===== config.mk =====
export PLATFORM = sky130hd
export DESIGN_NAME = spi_ra_top
export DESIGN_NICKNAME = d
export VERILOG_FILES = /design/src/rtl/spi_ra_pkg.sv /design/src/rtl/spi_ra_sync.sv /design/src/rtl/spi_ra_frame.sv /design/src/rtl/spi_ra_access.sv /design/src/rtl/spi_ra_tx.sv /design/src/rtl/spi_ra_top.sv
export SDC_FILE = /design/constraint.sdc
export NUM_CORES = 1
export LEC_CHECK = 0
export BUFFER_PORTS_ARGS = -buffer_cell sky130_fd_sc_hd__buf_2
export CORE_MARGIN = 5
export CORE_UTILIZATION = 50
export CTS_BUF_LIST = sky130_fd_sc_hd__clkbuf_2
export CTS_CLUSTER_DIAMETER = 80
export DETAILED_ROUTE_END_ITERATION = 12
export PLACE_DENSITY = 0.71
export SYNTH_ARGS = -nofsm -noshare
export SYNTH_HDL_FRONTEND = slang
export SYNTH_SLANG_ARGS = --single-unit

===== constraint.sdc =====
create_clock -name clk -period 2 [get_ports clk]
set_input_delay 0.6 -clock clk [delete_from_list [all_inputs] [get_ports clk]]
set_output_delay 0.6 -clock clk [all_outputs]
set_load 0.005 [all_outputs]

===== src/rtl/spi_ra_pkg.sv =====
package spi_ra_pkg;
  localparam int BYTE_W    = 8;
  localparam int FRAME_MAX = 4 * BYTE_W;
  localparam int CNT_W     = $clog2(FRAME_MAX + 1);
  localparam int CHAN_W    = 2;

  localparam logic [CNT_W-1:0] CTRL_LAST = CNT_W'(BYTE_W - 1);
  localparam logic [CNT_W-1:0] ADDR_LAST = CNT_W'(2 * BYTE_W - 1);
  localparam logic [CNT_W-1:0] DATA_LAST = CNT_W'(3 * BYTE_W - 1);
  localparam logic [CNT_W-1:0] DATA_FIRST = CNT_W'(2 * BYTE_W);
  localparam logic [CNT_W-1:0] CNT_SAT   = CNT_W'(FRAME_MAX);

  typedef struct packed {
    logic              rd;
    logic              ram;
    logic [CHAN_W-1:0] chan;
  } ctrl_t;
endpackage


===== src/rtl/spi_ra_sync.sv =====
module spi_ra_sync #(
  parameter int            W       = 1,
  parameter int            STAGES  = 2,
  parameter logic [W-1:0]  RST_VAL = '0
) (
  input  logic         clk,
  input  logic         rst_n,
  input  logic [W-1:0] d,
  output logic [W-1:0] q
);
  logic [STAGES-1:0][W-1:0] pipe_q;
  logic [STAGES-1:0][W-1:0] pipe_d;

  always_comb begin
    pipe_d = {pipe_q[STAGES-2:0], d};
  end

  always_ff @(posedge clk or negedge rst_n) begin
    if (!rst_n) pipe_q <= {STAGES{RST_VAL}};
    else        pipe_q <= pipe_d;
  end

  assign q = pipe_q[STAGES-1];
endmodule


===== src/rtl/spi_ra_frame.sv =====
module spi_ra_frame
  import spi_ra_pkg::*;
(
  input  logic              clk,
  input  logic              rst_n,
  input  logic              cs_act,
  input  logic              rise,
  input  logic              sdi_s,
  output logic [CNT_W-1:0]  bit_cnt,
  output ctrl_t             ctrl,
  output logic              ctrl_vld,
  output logic [BYTE_W-1:0] addr,
  output logic [BYTE_W-1:0] wdata,
  output logic              ev_addr,
  output logic              ev_data
);
  logic [CNT_W-1:0]  cnt_q, cnt_d;
  logic [BYTE_W-2:0] sh_q, sh_d;
  ctrl_t             ctrl_q, ctrl_d;
  logic              vld_q, vld_d;
  logic [BYTE_W-1:0] addr_q, addr_d, wdata_q, wdata_d;
  logic              eva_q, eva_d, evd_q, evd_d;

  always_comb begin
    cnt_d   = cnt_q;
    sh_d    = sh_q;
    ctrl_d  = ctrl_q;
    vld_d   = vld_q;
    addr_d  = addr_q;
    wdata_d = wdata_q;
    eva_d   = 1'b0;
    evd_d   = 1'b0;
    if (!cs_act) begin
      cnt_d = '0;
      vld_d = 1'b0;
    end else if (rise && (cnt_q != CNT_SAT)) begin
      cnt_d = cnt_q + 1'b1;
      sh_d  = {sh_q[BYTE_W-3:0], sdi_s};
      if (cnt_q == CTRL_LAST) begin
        ctrl_d.rd   = sh_q[BYTE_W-2];
        ctrl_d.ram  = sh_q[BYTE_W-3];
        ctrl_d.chan = {sh_q[0], sdi_s};
        vld_d       = 1'b1;
      end
      if (cnt_q == ADDR_LAST) begin
        addr_d = {sh_q, sdi_s};
        eva_d  = 1'b1;
      end
      if (cnt_q == DATA_LAST) begin
        wdata_d = {sh_q, sdi_s};
        evd_d   = 1'b1;
      end
    end
  end

  always_ff @(posedge clk or negedge rst_n) begin
    if (!rst_n) begin
      cnt_q   <= '0;
      sh_q    <= '0;
      ctrl_q  <= '0;
      vld_q   <= 1'b0;
      addr_q  <= '0;
      wdata_q <= '0;
      eva_q   <= 1'b0;
      evd_q   <= 1'b0;
    end else begin
      cnt_q   <= cnt_d;
      sh_q    <= sh_d;
      ctrl_q  <= ctrl_d;
      vld_q   <= vld_d;
      addr_q  <= addr_d;
      wdata_q <= wdata_d;
      eva_q   <= eva_d;
      evd_q   <= evd_d;
    end
  end

  assign bit_cnt  = cnt_q;
  assign ctrl     = ctrl_q;
  assign ctrl_vld = vld_q;
  assign addr     = addr_q;
  assign wdata    = wdata_q;
  assign ev_addr  = eva_q;
  assign ev_data  = evd_q;
endmodule


===== src/rtl/spi_ra_access.sv =====
module spi_ra_access
  import spi_ra_pkg::*;
(
  input  logic              clk,
  input  logic              rst_n,
  input  ctrl_t             ctrl,
  input  logic              ctrl_vld,
  input  logic              ev_addr,
  input  logic              ev_data,
  input  logic [BYTE_W-1:0] rf_rdata,
  output logic              rf_we,
  output logic              rf_re,
  output logic              load,
  output logic              tx_en
);
  logic reg_rd, reg_wr;
  logic pend_q, pend_d;

  always_comb begin
    reg_rd = ctrl_vld && ctrl.rd && !ctrl.ram;
    reg_wr = ctrl_vld && !ctrl.rd && !ctrl.ram;
    rf_re  = ev_addr && reg_rd;
    rf_we  = ev_data && reg_wr;
    pend_d = rf_re;
  end

  always_ff @(posedge clk or negedge rst_n) begin
    if (!rst_n) pend_q <= 1'b0;
    else        pend_q <= pend_d;
  end

  assign load  = pend_q;
  assign tx_en = reg_rd;

  logic unused_rdata;
  assign unused_rdata = ^rf_rdata;
endmodule


===== src/rtl/spi_ra_tx.sv =====
module spi_ra_tx
  import spi_ra_pkg::*;
(
  input  logic              clk,
  input  logic              rst_n,
  input  logic              cs_act,
  input  logic              fall,
  input  logic              tx_en,
  input  logic [CNT_W-1:0]  bit_cnt,
  input  logic              load,
  input  logic [BYTE_W-1:0] load_data,
  output logic              sdo,
  output logic              sdo_en
);
  logic [BYTE_W-1:0] tx_q, tx_d;
  logic              sdo_q, sdo_d, oe_q, oe_d;

  always_comb begin
    tx_d  = tx_q;
    sdo_d = sdo_q;
    oe_d  = oe_q;
    if (!cs_act) begin
      oe_d  = 1'b0;
      sdo_d = 1'b0;
    end else begin
      if (load) begin
        tx_d = load_data;
      end else if (fall && tx_en && (bit_cnt >= DATA_FIRST)) begin
        sdo_d = tx_q[BYTE_W-1];
        tx_d  = {tx_q[BYTE_W-2:0], tx_q[BYTE_W-1]};
        oe_d  = 1'b1;
      end
    end
  end

  always_ff @(posedge clk or negedge rst_n) begin
    if (!rst_n) begin
      tx_q  <= '0;
      sdo_q <= 1'b0;
      oe_q  <= 1'b0;
    end else begin
      tx_q  <= tx_d;
      sdo_q <= sdo_d;
      oe_q  <= oe_d;
    end
  end

  assign sdo    = sdo_q;
  assign sdo_en = oe_q;
endmodule


===== src/rtl/spi_ra_top.sv =====
module spi_ra_top
  import spi_ra_pkg::*;
#(
  parameter int SYNC_STAGES = 2
) (
  input  logic              clk,
  input  logic              rst_n,
  input  logic              cs_n,
  input  logic              sclk,
  input  logic              sdi,
  output logic              sdo,
  output logic              sdo_en,
  output logic [BYTE_W-1:0] rf_addr,
  output logic [CHAN_W-1:0] rf_chan,
  output logic [BYTE_W-1:0] rf_wdata,
  output logic              rf_we,
  output logic              rf_re,
  input  logic [BYTE_W-1:0] rf_rdata
);
  logic [1:0] rst_pipe_q;
  logic       rst_core_n;

  always_ff @(posedge clk or negedge rst_n) begin
    if (!rst_n) rst_pipe_q <= 2'b00;
    else        rst_pipe_q <= {rst_pipe_q[0], 1'b1};
  end
  assign rst_core_n = rst_pipe_q[1];

  logic [2:0] pins_s;
  spi_ra_sync #(.W(3), .STAGES(SYNC_STAGES), .RST_VAL(3'b110)) u_sync (
    .clk(clk), .rst_n(rst_core_n), .d({cs_n, sclk, sdi}), .q(pins_s)
  );

  logic cs_act, sclk_s, sdi_s, sclk_prev_q, rise, fall;
  assign cs_act = !pins_s[2];
  assign sclk_s = pins_s[1];
  assign sdi_s  = pins_s[0];

  always_ff @(posedge clk or negedge rst_core_n) begin
    if (!rst_core_n) sclk_prev_q <= 1'b1;
    else             sclk_prev_q <= sclk_s;
  end
  assign rise = sclk_s && !sclk_prev_q;
  assign fall = !sclk_s && sclk_prev_q;

  logic [CNT_W-1:0]  bit_cnt;
  ctrl_t             ctrl;
  logic              ctrl_vld, ev_addr, ev_data, load, tx_en, ctrl_ram;
  logic [BYTE_W-1:0] addr, wdata;

  spi_ra_frame u_frame (
    .clk(clk), .rst_n(rst_core_n), .cs_act(cs_act), .rise(rise), .sdi_s(sdi_s),
    .bit_cnt(bit_cnt), .ctrl(ctrl), .ctrl_vld(ctrl_vld), .addr(addr),
    .wdata(wdata), .ev_addr(ev_addr), .ev_data(ev_data)
  );

  spi_ra_access u_access (
    .clk(clk), .rst_n(rst_core_n), .ctrl(ctrl), .ctrl_vld(ctrl_vld),
    .ev_addr(ev_addr), .ev_data(ev_data), .rf_rdata(rf_rdata),
    .rf_we(rf_we), .rf_re(rf_re), .load(load), .tx_en(tx_en)
  );

  spi_ra_tx u_tx (
    .clk(clk), .rst_n(rst_core_n), .cs_act(cs_act), .fall(fall),
    .tx_en(tx_en), .bit_cnt(bit_cnt), .load(load), .load_data(rf_rdata),
    .sdo(sdo), .sdo_en(sdo_en)
  );

  assign ctrl_ram = ctrl.ram;
  assign rf_addr  = addr;
  assign rf_wdata = wdata;
  assign rf_chan  = ctrl.chan;
endmodule


* After elaboration in Yosys (flattened, before gate mapping)
Index checks and enable logic that the tools add are counted.
** Operators by class
- Bitwise operators :: 1
- Reduce and logical (&&, ||, !) cells :: 26
- Magnitude comparators :: 1
- Mux-type cells :: 19
- Equality and inequality tests :: 5
- Add/subtract/negate cells :: 1
** Operators by type and width (number)
- 8-bit two-way mux :: 2
- 1-bit two-way mux :: 15
- 6-bit two-way mux :: 2
- 1-bit logical AND :: 11
- 3-bit AND reduction :: 3
- 2-bit AND reduction :: 4
- 2-bit nonzero test :: 4
- 6-bit by 1-bit adder with 6-bit output (second input constant) :: 1
- 6-bit by 3-bit == test with 1-bit output (second input constant) :: 1
- 6-bit by 4-bit == test with 1-bit output (second input constant) :: 1
- 6-bit by 5-bit == test with 1-bit output (second input constant) :: 1
- 6-bit by 5-bit >= comparator with 1-bit output (second input constant) :: 1
- 6-bit != test (second input constant) :: 1
- 1-bit zero test :: 4
- 2-bit != test (second input constant) :: 1
- 1-bit inverter :: 1
** Storage, ports and cells
- Word-level logic and storage cells :: 71
- Register bits :: 56
- Input bits :: 13
- Output and inout bits :: 22

* Longest topological paths before layout
Gate-level depths: netlist of run 1.
- Word-level depth :: 7
- Depth in mapped cells :: 6
- Gate-level depth less buffers :: 5

* Cells and area by module
Synthesis of run 1 repeated with hierarchy kept, for this count alone.
** Unflattened totals
- Cells, all modules :: 179
- Area total of the unflattened synthesis :: 2406.1 µm²
** Modules (own cells, without submodules)
- spi_ra_frame :: times used 1, seq. area each 900.9 µm², cells each 114, area each 1596.5 µm²
- spi_ra_tx :: times used 1, seq. area each 250.2 µm², cells each 48, area each 496.7 µm²
- spi_ra_sync :: times used 1, seq. area each 155.1 µm², cells each 6, area each 155.1 µm²
- spi_ra_top :: times used 1, seq. area each 76.3 µm², cells each 7, area each 98.8 µm²
- spi_ra_access :: times used 1, seq. area each 25.0 µm², cells each 4, area each 58.8 µm²

* Least setup slack after synthesis of run 1
No wires, ideal clock.
- Kind :: reg2reg
- Start :: reg u_frame.cnt_q[0] (netlist: u_frame.bit_cnt[0])
- End :: reg u_frame.sh_q[1]
- Path buffers :: 1
- Required time :: 1875 ps
- Setup time :: 125 ps
- Stages on the path, launching flop included :: 7
- Slack :: 354 ps
- Period minus slack after synthesis :: 1646 ps
- Arrival time :: 1521 ps
- Cell sequence :: dfrtp_1 > inv_1 > ha_1 > nor4b_1 > a211o_1 > buf_2 > mux2_2
** Between the ends
- Word-level cells in the longest chain between the ends :: 3
** Ends and longest elaborated chain
- start: declaration :: RTL line spi_ra_frame.sv:17 : logic [CNT_W-1:0] cnt_q, cnt_d;
- start signal: assignment :: RTL line spi_ra_frame.sv:67 : cnt_q <= cnt_d;
- 6-bit != test :: RTL line spi_ra_frame.sv:36 : end else if (rise && (cnt_q != CNT_SAT)) begin
- 1-bit logical AND :: RTL line spi_ra_frame.sv:36
- 2-bit AND reduction (no source line)
- end signal: assignment :: RTL line spi_ra_frame.sv:59 : sh_q <= '0;
- end signal: assignment :: RTL line spi_ra_frame.sv:68 : sh_q <= sh_d;
- end: declaration :: RTL line spi_ra_frame.sv:18 : logic [BYTE_W-2:0] sh_q, sh_d;
No other way between the ends.
A chain may end at the register's enable or synchronous reset.

* Worst setup path after layout of run 1
- Start :: reg u_frame.ctrl_q, in the netlist u_frame.ctrl[2]
- End :: out rf_we
** Between the ends
- Word-level cells in the longest chain between the ends :: 3
** Ends and longest elaborated chain
- start: declaration :: RTL line spi_ra_frame.sv:19 : ctrl_t ctrl_q, ctrl_d;
- start signal: assignment :: RTL line spi_ra_frame.sv:69 : ctrl_q <= ctrl_d;
- 1-bit zero test :: RTL line spi_ra_access.sv:21 : reg_wr = ctrl_vld && !ctrl.rd && !ctrl.ram;
- 1-bit logical AND :: RTL line spi_ra_access.sv:21
- 1-bit logical AND :: RTL line spi_ra_access.sv:23 : rf_we = ev_data && reg_wr;
- end: declaration :: RTL line spi_ra_top.sv:16 : output logic rf_we,
No other way between the ends.

==> impl_metrics.csv, run 1 <==
group,metric,value,unit
logic_synthesis,synth_top_area_share,53.8,%
detailed_routing,vias,1371,
place,dp_hpwl,2960,µm
setup_path,crit_type,"reg -> out",
clock_network,clock_path_buffers,2,
logic_synthesis,synth-simple-area-share,9.23,%
logic_synthesis,synth-seq-cells,56,
logic_synthesis,synth-xor-area-share,0,%
logic_synthesis,yosysWarningCount,0,
floorplanning,core_area,4660,µm²
clock_network,h-tree-depth,2,
logic_synthesis,async_flop_share,100,%
logic_synthesis,synthAdderAreaFrac,1.05,%
global_routing,grt_overflow,0,
detailed_routing,via_per_inst,5.29,
power,internal_power,1.37,mW
global_routing,antenna_found_initial,0,
power,p_leak,1.39,nW
clock_network,clock_sinks,56,
final_layout,stdcell_area,2690,µm²
place,pre_cts_slack,0.167,ns
clock_network,clock-root-buffer,"clkbuf_2",
timing,hold_viol_final,0,
floorplanning,io_pins,35,
global_routing,grt_use_total,14.6,%
timing,worst_pin_slew,0.758,ns
place,place_congestion,0.727,
place,place_area,2580,µm²
power,power.density,684,nW/µm²
timing,setup_viol,0,
floorplanning,die_x,78.9,µm
place,port_buffers,34,
logic_synthesis,synth.area.mux_share,23.0,%
logic_synthesis,synth_area,2370,µm²
timing,relSlewSlack,49.5,%
run_status,status,"finished clean",
global_routing,grt_pass1_wl,7160,µm
clock_network,numCtsBuffers,5,
final_layout,nets,219,
floorplanning,die_h,78.9,µm
setup_path,endpoint_kind,"output port",
final_layout,final_cells,259,
final_layout,fin_util,57.7,%
setup_path,critical_path_arrival,1.36,ns
flow_run,cap_violations,0,
logic_synthesis,syn_nets,177,
logic_synthesis,ys.flop_type,"dfrtp_1",
power,switchingPower,472,µW
power,combPwrFrac,5.8,%
setup_path,start_kind,"flip-flop",
timing,hold_ws,0.207,ns
logic_synthesis,synth_compound_area_share,4.11,%
detailed_routing,drt_iter0_markers,32,
setup_path,required,1.40,ns
timing,setup_tns,0,ns
floorplanning,start_util,50.9,%
timing,slew_viol_final,0,
global_routing,grt_pass1_vias,1498,
clock_network,clk_latency,0.44,ns
timing,period_minus_slack,1.96,ns
logic_synthesis,ys_types,36,
timing,final.setup.worst_slack,0.0422,ns
timing,finClkSkew,0.0122,ns
global_routing,grt_max_degree,38,
power,finalPower,1.84,mW
logic_synthesis,synthCells,162,
logic_synthesis,synth_area_leaders,"dfrtp_1 54%, mux2_2 17%, dfstp_2 5.5%",
timing,timing.final.crit_share,97.9,%
clock_network,cts_tree,"done",
final_layout,drive_above_1_share,52.2,%
logic_synthesis,synth_top_family_by_area,"multiplexers",
detailed_routing,drt-total-wl,4040,µm
detailed_routing,ant_nets,0,
power,seqPwrFrac,70.4,%
logic_synthesis,synth-seq-area-share,59.3,%
power,clkPwrFrac,23.7,%
setup_path,cp_max_fo,3,
logic_synthesis,yosysTopAreaCell,"dfrtp_1",
timing,rsz0062_at_grt,"true",
floorplanning,die-area,6220,µm²
place,place.detailed.instances,245,
detailed_routing,drc,0,
power,switching_share,25.6,%
timing,max_freq,0.511,GHz
hold_path,hold_class,"in -> reg",
clock_network,clk_pin_slew,0.26,ns
power,peakVddDrop,0.000545,V
logic_synthesis,syn_area_per_cell,14.6,µm²
detailed_routing,drt_pass1_iterations,4,
detailed_routing,wl_per_cell,15.6,µm
final_layout,nFillCells,387,
logic_synthesis,synth_edf_count,0,
floorplanning,rows,25,
final_layout,area_growth,13.4,%
final_layout,diodes,0,
## registers in the layout, indices dropped and copies added, names as in the netlist, 2 cells and up
register,cells
u_sync.q,3
u_tx.tx_q,8
u_frame.ctrl,4
u_frame.addr,8
u_sync.pipe_d,3
u_frame.sh_q,7
u_frame.wdata,8
rst_pipe_q,2
u_frame.bit_cnt,6
## critical path, stage by stage, from the launching register on
cell and delay [ns]:
dfrtp_1 0.44, buf_4 0.14, nor4b_2 0.19, buf_2 0.15
## cells in the mapped netlist, types with 2 or more instances
library cell and instances:
dfrtp_1 51, mux2_2 35, inv_1 8, mux2_4 8, nor2_1 7, nand2b_1 6, dfstp_2 5, a21oi_1 4
o21ai_0 3, buf_2 2, buf_4 2, clkbuf_1 2, ha_1 2, mux2i_1 2, nand3_1 2, nor4b_1 2
or3_1 2
## cells by family (layout without fill, tap and decap cells)
family	after synthesis	after routing
other	1	1
buffers and inverters	15	58
AOI/OAI and AO/OA	12	12
and+or+nand+nor	30	30
DFF	56	56
adders and majority gates	2	2
muxes	46	46
## final timing paths
kind	slack, ns	depth (start not counted)	from	end
setup reg to reg	0.19	4	u_frame.bit_cnt[0]	u_frame.addr[5]
max in group asynchronous	1.00	1	rst_pipe_q[1]	u_tx.tx_q[4]
min in group asynchronous	0.36	0	rst_pipe_q[1]	u_sync.pipe_d[3]
hold / removal	0.21	1	cs_n	u_sync.pipe_d[5]
setup / recovery	0.04	3	u_frame.ctrl[2]	rf_we
hold reg to reg	0.36	0	rst_pipe_q[1]	u_sync.pipe_d[3]
## cell usage in the layout, fill, tap and decap left out, types with 5 or more instances in the layout
master,instances
clkbuf_2,6
nand2b_1,6
buf_2,34
buf_4,7
dfstp_2,5
dfrtp_1,50
nor2_1,6
inv_1,8
mux2_4,8
mux2_2,35
## layout make-up
type	instances	area, µm²	area share (%)
clock inverters	2	16.3	0.604
multi-input cells	91	906	33.7
flip-flops and latches	56	1410	52.3
repair buffers	42	233	8.65
inverters	8	30.0	1.12
clock buffers	6	30.0	1.12
well taps	54	67.6	2.51
## power groups by stage
stage | Sequential (mW) | Combinational [mW] | Clock, mW
2_1_floorplan | 1.28 | 0.0807 | 0
3_3_place_gp | 1.31 | 0.0973 | 0
3_5_place_dp | 1.32 | 0.107 | 0
4_1_cts | 1.30 | 0.110 | 0.459
5_1_grt | 1.32 | 0.118 | 0.509
6_report | 1.30 | 0.107 | 0.437
## metal layers
| metal | share of wire (%) | GRT usage, % |
|---|---|---|
| met1 | 43 | 18.1 |
| met2 | 49 | 24.9 |
| met3 | 6.1 | 3.85 |
| met4 | 1.6 | 5.15 |
| met5 | 0 | 0 |
## timing repair
| action | in CTS | in global routing |
|---|---|---|
| hold endpoints to repair | 2 | 0 |
| hold buffers | 1 | 0 |
| pin swaps | 1 | 1 |
| resized for setup | 1 | 2 |
| setup endpoints to repair | 2 | 9 |
| setup buffers | 4 | 1 |
Note: power is estimated with default switching activity, not from simulation.
==> inputs of run 2 (changes only) <==
CORE_UTILIZATION = 55   (was 50)
PLACE_DENSITY = 0.77   (was 0.71)
clock period = 1.9 ns   (was 2 ns; I/O delays follow)
==> impl_metrics.csv, run 2 (same netlist as run 1, synthesis figures left out) <==
group,metric,value,unit
run_status,status,"finished with violations",
run_status,failed_checks,"negative setup slack",
floorplanning,rows,23,
flow_run,cap_violations,0,
clock_network,clock_sinks,56,
final_layout,nets,222,
global_routing,grt_pass1_wl,7310,µm
power,peakVddDrop,0.000415,V
detailed_routing,drt_pass1_iterations,4,
detailed_routing,ant_nets,0,
timing,max_freq,0.511,GHz
final_layout,layout_commonest_cell,"dfrtp_1",
detailed_routing,drt_iter0_markers,63,
setup_path,cp_max_fo,2,
setup_path,crit_type,"reg -> out",
clock_network,h-tree-depth,2,
floorplanning,start_util,58.1,%
detailed_routing,wl_per_cell,16.4,µm
clock_network,clock-root-buffer,"clkbuf_2",
detailed_routing,vias,1435,
timing,hold_viol_final,0,
clock_network,cts_tree,"done",
setup_path,required,1.33,ns
detailed_routing,via_per_inst,5.56,
detailed_routing,drc,0,
clock_network,clock_path_buffers,2,
global_routing,grt_overflow,0,
floorplanning,core_area,4090,µm²
global_routing,grt_use_total,16.8,%
final_layout,nFillCells,306,
timing,relSlewSlack,56.7,%
place,port_buffers,34,
clock_network,clk_latency,0.42,ns
final_layout,area_growth,15.8,%
global_routing,grt_max_degree,55,
power,switchingPower,469,µW
place,place.detailed.instances,243,
place,place_congestion,0.717,
power,switching_share,23.1,%
global_routing,top_usage_layer,"met2",
place,dp_hpwl,2980,µm
hold_path,hold_class,"in -> reg",
final_layout,final_cell_mix,"49 x dfrtp_1, 35 x mux2_2, 34 x buf_2",
floorplanning,die-area,5730,µm²
final_layout,final_cells,258,
setup_path,start_kind,"flip-flop",
power,internal_power,1.56,mW
setup_path,endpoint_kind,"output port",
timing,finClkSkew,0.0186,ns
timing,period_minus_slack,1.96,ns
final_layout,diodes,0,
timing,final.setup.worst_slack,-0.0579,ns
global_routing,grt_pass1_vias,1630,
final_layout,drive_above_1_share,52.9,%
detailed_routing,drt-total-wl,4240,µm
power,seqPwrFrac,66.4,%
setup_path,critical_path_arrival,1.39,ns
floorplanning,die_x,75.7,µm
clock_network,clk_pin_slew,0.24,ns
timing,timing.final.crit_share,103,%
global_routing,grt_use_met1,19.6,%
power,clkPwrFrac,27.3,%
timing,setup_tns,-0.0675,ns
global_routing,met2_usage,29.7,%
floorplanning,io_pins,35,
global_routing,grt_util_met3,4.49,%
floorplanning,die_h,75.7,µm
global_routing,antenna_found_initial,0,
power,combPwrFrac,6.3,%
timing,setup_viol,2,
timing,slew_viol_final,0,
power,p_leak,1.42,nW
timing,rsz0062_at_grt,"true",
clock_network,numCtsBuffers,5,
timing,worst_pin_slew,0.649,ns
power,power.density,737,nW/µm²
run 2: changes by cell type in the layout (fill, tap and decap cells not counted), sizes merged:
cell / previous run / this run
buf: 41 / 44
bufinv: 0 / 1
clkbuf: 6 / 5
clkinv: 1 / 2
clkinvlp: 1 / 0
run 2: area by class of cell:
cell class                 count  area, µm²  share of cell area, %
sequential                    56       1410                   51.3
multi-input combinational     91        927                   33.7
timing repair buffer          45        255                   9.29
tap                           50       62.6                   2.28
clock inverter                 3       37.5                   1.37
inverter                       8       30.0                   1.09
clock buffer                   5       25.0                  0.911
run 2: worst max-delay path: stages (launching register included):
cell     delay (ns)
dfrtp_1        0.41
buf_4          0.11
inv_2          0.04
nor4b_4        0.27
buf_2          0.15
run 2: path summary, 6_finish.rpt:
kind / slack, ns / start / end / cells after the start
max: -0.06 / u_frame.ctrl_vld / rf_we / 4
min: 0.22 / sclk / u_sync.pipe_d[4] / 1
max reg2reg: 0.12 / u_frame.ctrl[2] / u_tx.tx_q[0] / 6
min reg2reg: 0.36 / u_sync.pipe_d[4] / u_sync.q[1] / 0
max in group asynchronous: 1.09 / rst_pipe_q[1] / u_frame.ctrl[3] / 1
min in group asynchronous: 0.37 / rst_pipe_q[1] / u_frame.sh_q[6] / 1
run 2: per-stage QoR:
stage	power [mW]	utilization, %	hold WS (ns)	worst slack (ns)	cell area [µm²]
global placement	1.48	63.4	0.335	0.181	2590
detailed placement	1.49	63.4	0.347	0.0818	2590
finish	2.03	67.2	0.223	-0.0579	2750
global route	2.13	67.2	0.159	-0.164	2750
CTS	2.05	66.4	0.197	-0.0597	2710
floorplan	1.44	-	0.274	0.234	2370
run 2: repair_timing:
action,in CTS,in global routing
setup buffers,4,2
gates resized for setup,5,3
pin swaps,1,1
cloned,0,0
hold buffers,1,0
hold endpoints to repair,2,0
setup endpoints to repair,2,11
run 2: per-layer routing:
layer,up-vias,part of all wire (%)
met1,722,39
li1,658,-
met3,10,6.5
met5,-,0
met4,0,1.7
met2,45,52
run 2: power groups by stage:
stage	clock network, mW	logic, mW	registers, mW
final	0.554	0.128	1.34
after global routing	0.621	0.147	1.36
after CTS	0.573	0.130	1.35
after detailed placement	0	0.128	1.37
after global placement	0	0.119	1.36
after floorplan	0	0.0849	1.35
